### config.mk
export PLATFORM = sky130hd
export DESIGN_NAME = pk_hold_ctrl
export DESIGN_NICKNAME = d
export VERILOG_FILES = /design/src/rtl/pkh_pkg.sv /design/src/rtl/pkh_sync.sv /design/src/rtl/pkh_regs.sv /design/src/rtl/pkh_seq.sv /design/src/rtl/pkh_drive.sv /design/src/rtl/pk_hold_ctrl.sv
export SDC_FILE = /design/constraint.sdc
export NUM_CORES = 1
export LEC_CHECK = 0
export BUFFER_PORTS_ARGS = -buffer_cell sky130_fd_sc_hd__buf_2
export CAP_MARGIN = 20
export CORE_MARGIN = 2
export CORE_UTILIZATION = 55
export CTS_BUF_LIST = sky130_fd_sc_hd__clkbuf_16
export CTS_CLUSTER_DIAMETER = 120
export DETAILED_ROUTE_END_ITERATION = 10
export PLACE_DENSITY_LB_ADDON = 0.3
export SLEW_MARGIN = 20
export SYNTH_ARGS = -nofsm -noshare
export SYNTH_HDL_FRONTEND = slang
export SYNTH_SLANG_ARGS = --single-unit
### constraint.sdc
create_clock -name clk_i -period 2.23 [get_ports clk_i]
set_input_delay 0.446 -clock clk_i [delete_from_list [all_inputs] [get_ports clk_i]]
set_output_delay 0.446 -clock clk_i [all_outputs]
set_load 0.005 [all_outputs]
### src/rtl/pkh_pkg.sv
package pkh_pkg;
  typedef enum logic [1:0] {SEQ_IDLE, SEQ_PEAK, SEQ_HOLD} seq_e;
  typedef enum logic [1:0] {DRV_OFF, DRV_GATE, DRV_CLAMP, DRV_DEAD} drv_e;

  localparam int unsigned ADDR_PEAK_LO = 0;
  localparam int unsigned ADDR_MODE    = 1;
  localparam int unsigned ADDR_PEAK_HI = 2;
  localparam int unsigned ADDR_HOLD_LO = 3;
  localparam int unsigned ADDR_HOLD_HI = 4;
  localparam int unsigned ADDR_DWELL   = 5;
  localparam int unsigned MODE_SEL_BIT = 3;
endpackage

### src/rtl/pkh_sync.sv
module pkh_sync #(
  parameter int unsigned WIDTH  = 4,
  parameter int unsigned STAGES = 2
) (
  input  logic             clk_i,
  input  logic             rst_ni,
  input  logic [WIDTH-1:0] d_i,
  output logic [WIDTH-1:0] q_o
);
  logic [WIDTH-1:0] chain_q [STAGES];

  for (genvar s = 0; s < STAGES; s++) begin : g_stage
    logic [WIDTH-1:0] stage_d;
    if (s == 0) begin : g_first
      assign stage_d = d_i;
    end else begin : g_next
      assign stage_d = chain_q[s-1];
    end
    always_ff @(posedge clk_i or negedge rst_ni) begin
      if (!rst_ni) chain_q[s] <= '0;
      else         chain_q[s] <= stage_d;
    end
  end

  assign q_o = chain_q[STAGES-1];
endmodule

### src/rtl/pkh_regs.sv
module pkh_regs
  import pkh_pkg::*;
#(
  parameter int unsigned ADDR_W  = 3,
  parameter int unsigned DATA_W  = 8,
  parameter int unsigned TH_W    = 7,
  parameter int unsigned DWELL_W = 8,
  parameter int unsigned DT_W    = 3
) (
  input  logic               clk_i,
  input  logic               rst_ni,
  input  logic               wr_en_i,
  input  logic [ADDR_W-1:0]  wr_addr_i,
  input  logic [DATA_W-1:0]  wr_data_i,
  output logic [TH_W-1:0]    peak_lo_o,
  output logic [TH_W-1:0]    peak_hi_o,
  output logic [TH_W-1:0]    hold_lo_o,
  output logic [TH_W-1:0]    hold_hi_o,
  output logic [DWELL_W-1:0] dwell_o,
  output logic               lvl_mode_o,
  output logic [DT_W-1:0]    dead_o
);
  localparam int unsigned NUM_TH = 4;
  localparam logic [ADDR_W-1:0] TH_ADDR [NUM_TH] = '{
    ADDR_W'(ADDR_PEAK_LO), ADDR_W'(ADDR_PEAK_HI),
    ADDR_W'(ADDR_HOLD_LO), ADDR_W'(ADDR_HOLD_HI)};

  logic [TH_W-1:0] th_q [NUM_TH];
  logic            mode_we, dwell_we;

  assign mode_we  = wr_en_i && (wr_addr_i == ADDR_W'(ADDR_MODE));
  assign dwell_we = wr_en_i && (wr_addr_i == ADDR_W'(ADDR_DWELL));

  for (genvar t = 0; t < NUM_TH; t++) begin : g_th
    logic th_we;
    assign th_we = wr_en_i && (wr_addr_i == TH_ADDR[t]);
    always_ff @(posedge clk_i or negedge rst_ni) begin
      if (!rst_ni)    th_q[t] <= '0;
      else if (th_we) th_q[t] <= wr_data_i[TH_W-1:0];
    end
  end

  always_ff @(posedge clk_i or negedge rst_ni) begin
    if (!rst_ni) begin
      lvl_mode_o <= 1'b0;
      dead_o     <= '0;
    end else if (mode_we) begin
      lvl_mode_o <= wr_data_i[MODE_SEL_BIT];
      dead_o     <= wr_data_i[DT_W-1:0];
    end
  end

  always_ff @(posedge clk_i or negedge rst_ni) begin
    if (!rst_ni)       dwell_o <= '0;
    else if (dwell_we) dwell_o <= wr_data_i[DWELL_W-1:0];
  end

  assign peak_lo_o = th_q[0];
  assign peak_hi_o = th_q[1];
  assign hold_lo_o = th_q[2];
  assign hold_hi_o = th_q[3];
endmodule

### src/rtl/pkh_seq.sv
module pkh_seq
  import pkh_pkg::*;
#(
  parameter int unsigned DWELL_W = 8
) (
  input  logic               clk_i,
  input  logic               rst_ni,
  input  logic               en_i,
  input  logic               pclk_i,
  input  logic               lvl_mode_i,
  input  logic [DWELL_W-1:0] dwell_i,
  output seq_e               state_o
);
  seq_e               state_q, state_d;
  logic [DWELL_W-1:0] cnt_q, cnt_d;
  logic               pclk_q, pclk_rise, cnt_en;

  assign pclk_rise = pclk_i && !pclk_q;

  always_comb begin
    state_d = state_q;
    cnt_d   = cnt_q;
    cnt_en  = 1'b0;
    if (!en_i) begin
      state_d = SEQ_IDLE;
      cnt_d   = '0;
      cnt_en  = 1'b1;
    end else if (lvl_mode_i) begin
      state_d = pclk_i ? SEQ_PEAK : SEQ_HOLD;
      cnt_d   = '0;
      cnt_en  = 1'b1;
    end else begin
      unique case (state_q)
        SEQ_IDLE: begin
          state_d = SEQ_PEAK;
          cnt_d   = dwell_i;
          cnt_en  = 1'b1;
        end
        SEQ_PEAK: begin
          if (cnt_q == '0) begin
            state_d = SEQ_HOLD;
          end else if (pclk_rise) begin
            cnt_d  = cnt_q - 1'b1;
            cnt_en = 1'b1;
          end
        end
        default: state_d = SEQ_HOLD;
      endcase
    end
  end

  always_ff @(posedge clk_i or negedge rst_ni) begin
    if (!rst_ni) begin
      state_q <= SEQ_IDLE;
      pclk_q  <= 1'b0;
    end else begin
      state_q <= state_d;
      pclk_q  <= pclk_i;
    end
  end

  always_ff @(posedge clk_i or negedge rst_ni) begin
    if (!rst_ni)     cnt_q <= '0;
    else if (cnt_en) cnt_q <= cnt_d;
  end

  assign state_o = state_q;

  // timer is empty whenever the sequencer rests in idle
  p_idle_clear_r10: assert property (@(posedge clk_i) disable iff (!rst_ni)
    (state_q == SEQ_IDLE) |-> (cnt_q == '0));

  // in clock mode the hold phase is kept until the actuation ends
  p_hold_sticky_r4: assert property (@(posedge clk_i) disable iff (!rst_ni)
    (state_q == SEQ_HOLD && en_i && !lvl_mode_i) |=> (state_q == SEQ_HOLD));

  // a running dwell count keeps the peak phase
  p_peak_kept_r4: assert property (@(posedge clk_i) disable iff (!rst_ni)
    (state_q == SEQ_PEAK && en_i && !lvl_mode_i && cnt_q != '0) |=> (state_q == SEQ_PEAK));
endmodule

### src/rtl/pkh_drive.sv
module pkh_drive
  import pkh_pkg::*;
#(
  parameter int unsigned DT_W = 3
) (
  input  logic            clk_i,
  input  logic            rst_ni,
  input  logic            active_i,
  input  logic            below_i,
  input  logic [DT_W-1:0] dead_i,
  output logic            greq_o,
  output logic            gate_cmd_o,
  output logic            clamp_cmd_o
);
  drv_e            ph_q, ph_d, want;
  logic [DT_W-1:0] cnt_q, cnt_d;
  logic            cnt_en, greq_q;

  // The hysteresis band comes from the reference switching with greq:
  // below the lower level raises the request, above the upper clears it.
  always_ff @(posedge clk_i or negedge rst_ni) begin
    if (!rst_ni) greq_q <= 1'b0;
    else         greq_q <= active_i && below_i;
  end

  always_comb begin
    if (!active_i)   want = DRV_OFF;
    else if (greq_q) want = DRV_GATE;
    else             want = DRV_CLAMP;
  end

  always_comb begin
    ph_d   = ph_q;
    cnt_d  = cnt_q;
    cnt_en = 1'b0;
    unique case (ph_q)
      DRV_OFF: ph_d = want;
      DRV_GATE, DRV_CLAMP: begin
        if (want != ph_q) begin
          ph_d   = DRV_DEAD;
          cnt_d  = dead_i;
          cnt_en = 1'b1;
        end
      end
      default: begin
        if (cnt_q == '0) begin
          ph_d = want;
        end else begin
          cnt_d  = cnt_q - 1'b1;
          cnt_en = 1'b1;
        end
      end
    endcase
  end

  always_ff @(posedge clk_i or negedge rst_ni) begin
    if (!rst_ni) ph_q <= DRV_OFF;
    else         ph_q <= ph_d;
  end

  always_ff @(posedge clk_i or negedge rst_ni) begin
    if (!rst_ni)     cnt_q <= '0;
    else if (cnt_en) cnt_q <= cnt_d;
  end

  assign greq_o      = greq_q;
  assign gate_cmd_o  = (ph_q == DRV_GATE);
  assign clamp_cmd_o = (ph_q == DRV_CLAMP);

  // the two commands never overlap
  p_no_overlap_r8: assert property (@(posedge clk_i) disable iff (!rst_ni)
    !(gate_cmd_o && clamp_cmd_o));

  // the gate only starts after a cycle with the clamp off
  p_gate_gap_r7: assert property (@(posedge clk_i) disable iff (!rst_ni)
    $rose(gate_cmd_o) |-> $past(!clamp_cmd_o));

  // the clamp only starts after a cycle with the gate off
  p_clamp_gap_r7: assert property (@(posedge clk_i) disable iff (!rst_ni)
    $rose(clamp_cmd_o) |-> $past(!gate_cmd_o));
endmodule

### src/rtl/pk_hold_ctrl.sv
module pk_hold_ctrl
  import pkh_pkg::*;
#(
  parameter int unsigned SYNC_STAGES = 2,
  parameter int unsigned ADDR_W      = 3,
  parameter int unsigned DATA_W      = 8,
  parameter int unsigned TH_W        = 7,
  parameter int unsigned DWELL_W     = 8,
  parameter int unsigned DT_W        = 3
) (
  input  logic              clk_i,
  input  logic              rst_ni,
  input  logic              ena_i,
  input  logic              ctl_i,
  input  logic              pclk_i,
  input  logic              cur_below_i,
  input  logic              wr_en_i,
  input  logic [ADDR_W-1:0] wr_addr_i,
  input  logic [DATA_W-1:0] wr_data_i,
  output logic              gate_o,
  output logic              clamp_o,
  output logic [TH_W-1:0]   ref_o,
  output logic              loop_o
);
  localparam int unsigned NUM_SYNC = 4;
  localparam int unsigned RST_STAGES = 2;

  logic [RST_STAGES-1:0] rst_chain_q;
  logic                  rst_n;

  always_ff @(posedge clk_i or negedge rst_ni) begin
    if (!rst_ni) rst_chain_q <= '0;
    else         rst_chain_q <= {rst_chain_q[RST_STAGES-2:0], 1'b1};
  end
  assign rst_n = rst_chain_q[RST_STAGES-1];

  logic [NUM_SYNC-1:0] sync_q;
  logic                ena_s, ctl_s, pclk_s, below_s;

  pkh_sync #(.WIDTH(NUM_SYNC), .STAGES(SYNC_STAGES)) u_sync (
    .clk_i (clk_i),
    .rst_ni(rst_n),
    .d_i   ({ena_i, ctl_i, pclk_i, cur_below_i}),
    .q_o   (sync_q)
  );
  assign {ena_s, ctl_s, pclk_s, below_s} = sync_q;

  logic [TH_W-1:0]    peak_lo, peak_hi, hold_lo, hold_hi;
  logic [DWELL_W-1:0] dwell;
  logic               lvl_mode;
  logic [DT_W-1:0]    dead;

  pkh_regs #(
    .ADDR_W(ADDR_W), .DATA_W(DATA_W), .TH_W(TH_W),
    .DWELL_W(DWELL_W), .DT_W(DT_W)
  ) u_regs (
    .clk_i     (clk_i),
    .rst_ni    (rst_n),
    .wr_en_i   (wr_en_i),
    .wr_addr_i (wr_addr_i),
    .wr_data_i (wr_data_i),
    .peak_lo_o (peak_lo),
    .peak_hi_o (peak_hi),
    .hold_lo_o (hold_lo),
    .hold_hi_o (hold_hi),
    .dwell_o   (dwell),
    .lvl_mode_o(lvl_mode),
    .dead_o    (dead)
  );

  seq_e state;

  pkh_seq #(.DWELL_W(DWELL_W)) u_seq (
    .clk_i     (clk_i),
    .rst_ni    (rst_n),
    .en_i      (ena_s && ctl_s),
    .pclk_i    (pclk_s),
    .lvl_mode_i(lvl_mode),
    .dwell_i   (dwell),
    .state_o   (state)
  );

  logic greq, gate_cmd, clamp_cmd;

  pkh_drive #(.DT_W(DT_W)) u_drive (
    .clk_i      (clk_i),
    .rst_ni     (rst_n),
    .active_i   (state != SEQ_IDLE),
    .below_i    (below_s),
    .dead_i     (dead),
    .greq_o     (greq),
    .gate_cmd_o (gate_cmd),
    .clamp_cmd_o(clamp_cmd)
  );

  always_comb begin
    if (state == SEQ_HOLD) ref_o = greq ? hold_hi : hold_lo;
    else                   ref_o = greq ? peak_hi : peak_lo;
  end

  // Enable inputs bypass the synchronizer so a drop kills the gate at once.
  assign gate_o  = gate_cmd && ena_i && ctl_i;
  assign clamp_o = clamp_cmd;
  assign loop_o  = !below_s;

  // the drive only closes the gate after a request was raised
  p_gate_needs_req_r6: assert property (@(posedge clk_i) disable iff (!rst_n)
    $rose(gate_cmd) |-> $past(greq));
endmodule

==> metrics.md <==
| Metric | Value |
|---|---|
| Status | `finished clean` |
| Gr ovfl total | `0` |
| DP HPWL | `roughly 4200 um` |
| Post-CTS Setup Bufs | `0` |
| Vias | `around 2100` |
| Slew HR | `64.1%` |
| Slew @ Worst Pin | `roughly 540 ps` |
| WHS Path Cells | `1` |
| N_diodes | `0` |
| RSZ-0062 raised after global routing | `no` |
| Mean Syn Cell Area | `13.2 um^2` |
| Die Area | `6470 um^2` |
| Final Hold Fails | `0` |
| Via/cell ratio | `5.90` |
| Top FF cell, synth | `dfrtp_1` |
| CP Capture Type | `primary output` |
| Critical path peak fanout | `11` |
| Area growth from synthesis to final layout | `15.8%` |
| Startpoint Class | `flop` |
| Area after DPL | `3400 um^2` |
| YS warnings | `0` |
| CTS H-tree depth | `3` |
| Largest net degree at the start of global routing | `44` |
| TritonRoute pass-1 iters | `4` |
| 1st-iter DRT viols | `between 150 and 200` |
| CTS buffer count | `9` |
| Clk_skew | `about 5.2 ps` |
| Cell area after layout | `between 3000 and 4000 um^2` |
| GRT Util Overall | `22.6%` |
| Final min period | `2040 ps` |
| Max Fclk | `0.490 GHz` |
| Cells after Synth | `between 200 and 250` |
| Placer congestion estimate | `roughly 0.84` |
| Area of the core | `5570 um^2` |
| Ranking of synthesized cells by area | `dfrtp_1 52%, mux2_2 14%, mux4_2 4.9%, ha_1 3.1%, a21oi_1 1.9%` |
| Synth cell types | `between 50 and 60` |
| Die width | `80.5 um` |
| Reg2reg setup slack | `260 ps` |
| Final setup vio count | `0` |
| CTS tree | `yes` |
| Port Buffers | `27` |
| Pwr Density | `1140 nW/um^2` |
| Die Y | `80.5 um` |
| R2R depth | `5` |
| Tightest Hold Check Type | `primary input to flop` |
| Wire per inst | `around 18 um` |
| Ratio of cells with drive above 1 in the final layout | `approximately two fifths` |
| Setup TNS | `0 ps` |
| Max-Cap Viols | `0` |
| Clk_lat worst skew | `330 ps` |
| Syn Nets | `270` |
| Drt total wl | `6320 um` |
| Synth async-reset ratio | `100%` |
| Clock slew seen by the registers of the worst setup and hold paths | `50 ps` |
| Top cell type's share of synthesized area | `52.1%` |
| CTS Sinks | `67` |
| Starting Density | `57.7%` |
| Max-slew violation count | `0` |
| Mapped cell area | `3220 um^2` |
| Post-DRT Antenna Nets | `0` |
| CP Data Required Time | `1780 ps` |
| CP Data Arrival Time | `1590 ps` |
| Number of core rows | `27` |
| CTS root buf | `clkbuf_16` |
| Maximum VDD drop | `0.000819 V` |
| Synth area leader | `dfrtp_1` |
| Most common cell after layout, fill and taps aside | `dfrtp_1` |
| Crit share post-route | `91.5%` |
| Most frequent cells in the layout | `65 x dfrtp_1, 40 x mux2_2, 27 x buf_2, 16 x nor2_1, 12 x a21oi_1` |
| Post-synthesis sequential area ratio | `52.1%` |
| Initial antenna violation count | `0` |
| EDFF count, synth | `0` |
| Num ports | `28` |
| DRC errors left | `0` |
| Layout Nets | `a little over 300` |
| Leakage power | `0.00166 uW` |
| Clock buffer depth | `2` |
| #FFs+latches synth | `67` |
| Vias in the first global route | `2109` |
| Critical path class | `flop to primary output` |
| First-pass GRT wire length | `roughly 11000 um` |
[state kept, by name, indices dropped and copies added (netlist names)]
| name | count |
|---|---|
| u_drive.cnt_q | 3 |
| u_regs.peak_lo_o | 7 |
| u_seq.cnt_q | 8 |
| u_regs.hold_hi_o | 7 |
| u_regs.peak_hi_o | 7 |
| u_seq.state_o | 2 |
| u_seq.pclk_q | 1 |
| u_drive.ph_q | 2 |
| rst_chain_q | 2 |
| u_regs.hold_lo_o | 7 |
| u_sync.q_o | 4 |
| u_sync.g_stage.stage_d | 4 |
| u_regs.dwell_o | 8 |
| u_regs.dead_o | 3 |
| u_regs.lvl_mode_o | 1 |
| u_drive.greq_o | 1 |
[where the power goes]
part | internal (uW) | total [uW] | switching, uW
combinational | 568 | 1130 | 560
clock | 963 | 1460 | 496
sequential | 1460 | 1640 | 188
total | 2990 | 4230 | 1240
[critical path, stage by stage, from the launching register on]
cell and delay (ps):
dfrtp_2 570, mux4_2 560, buf_2 140
[area by class of cell]
cell class	count	area (um^2)
Tap cell	72	90.1
Fill cell	416	1850
Sequential cell	67	1680
Inverter	7	26.3
Clock buffer	9	225
Multi-Input combinational cell	161	1450
Clock inverter	7	83.8
Timing Repair Buffer	30	173
[metrics by stage]
step                      worst slack [ps]  utilization (%)  instances  hold slack [ps]  power [uW]
after floorplan                        226                -        244              150        2500
after detailed placement               290             61.0        336              233        2770
after CTS                             44.3             66.7        353              219        4250
after global routing                   101             66.8        353              222        4450
after global placement                 336             61.0        336              231        2720
final                                  190             66.8        353              226        4230
[cell usage after synthesis, types with 2 or more instances]
library cell,instances
nor3_1,2
and3_1,2
mux2i_1,4
ha_1,8
dfrtp_1,67
nor2_2,2
nand2_1,9
mux2_2,40
xnor2_1,2
o21ai_0,2
nand3_1,3
or2_2,2
nor2b_1,2
mux4_2,7
a31oi_1,2
buf_6,2
o22ai_1,2
and2_1,2
inv_1,7
o31ai_1,6
buf_2,4
nor2_1,16
a32oi_1,2
a21oi_1,12
nand2b_1,6
o311ai_1,5
[logic make-up after synthesis]
kind of cell,Yosys count,share of synthesized area [%]
muxes,51,20.2
other,1,0.117
DFF,67,52.1
adders and majority gates,8,3.11
buffers and inverters,16,3.00
and+or+nand+nor,58,10.9
xor gates and xnor gates,2,0.545
AOI/OAI and AO/OA,41,10.0
[metal layers]
layer  share of wire [%]  GRT usage, %  wire length, um  vias to the layer above
met5                   0             0                0                        -
met1                  44          31.2             2770                     1063
met3                 4.2          3.60              264                        8
li1                    -             -                -                      970
met2                  51          35.3             3210                       42
met4                 1.2          10.5               78                        0
[worst paths after layout]
kind,startpoint,endpoint
max,u_drive.greq_o,ref_o[2]
min,cur_below_i,u_sync.g_stage[1].stage_d[0]
max reg2reg,u_drive.ph_q[0],u_drive.cnt_q[1]
min reg2reg,rst_chain_q[1],u_regs.hold_lo_o[5]
max in group asynchronous,rst_chain_q[1],u_drive.greq_o
min in group asynchronous,rst_chain_q[1],u_regs.hold_lo_o[5]
[timing repair]
action / in CTS / in global routing
resized for setup: 1 / 1
hold buffers: 1 / 0
setup endpoints to repair: 6 / 5
cloned: 0 / 0
hold endpoints to repair: 2 / 0
No activity file was read; power rests on OpenSTA's default activity.
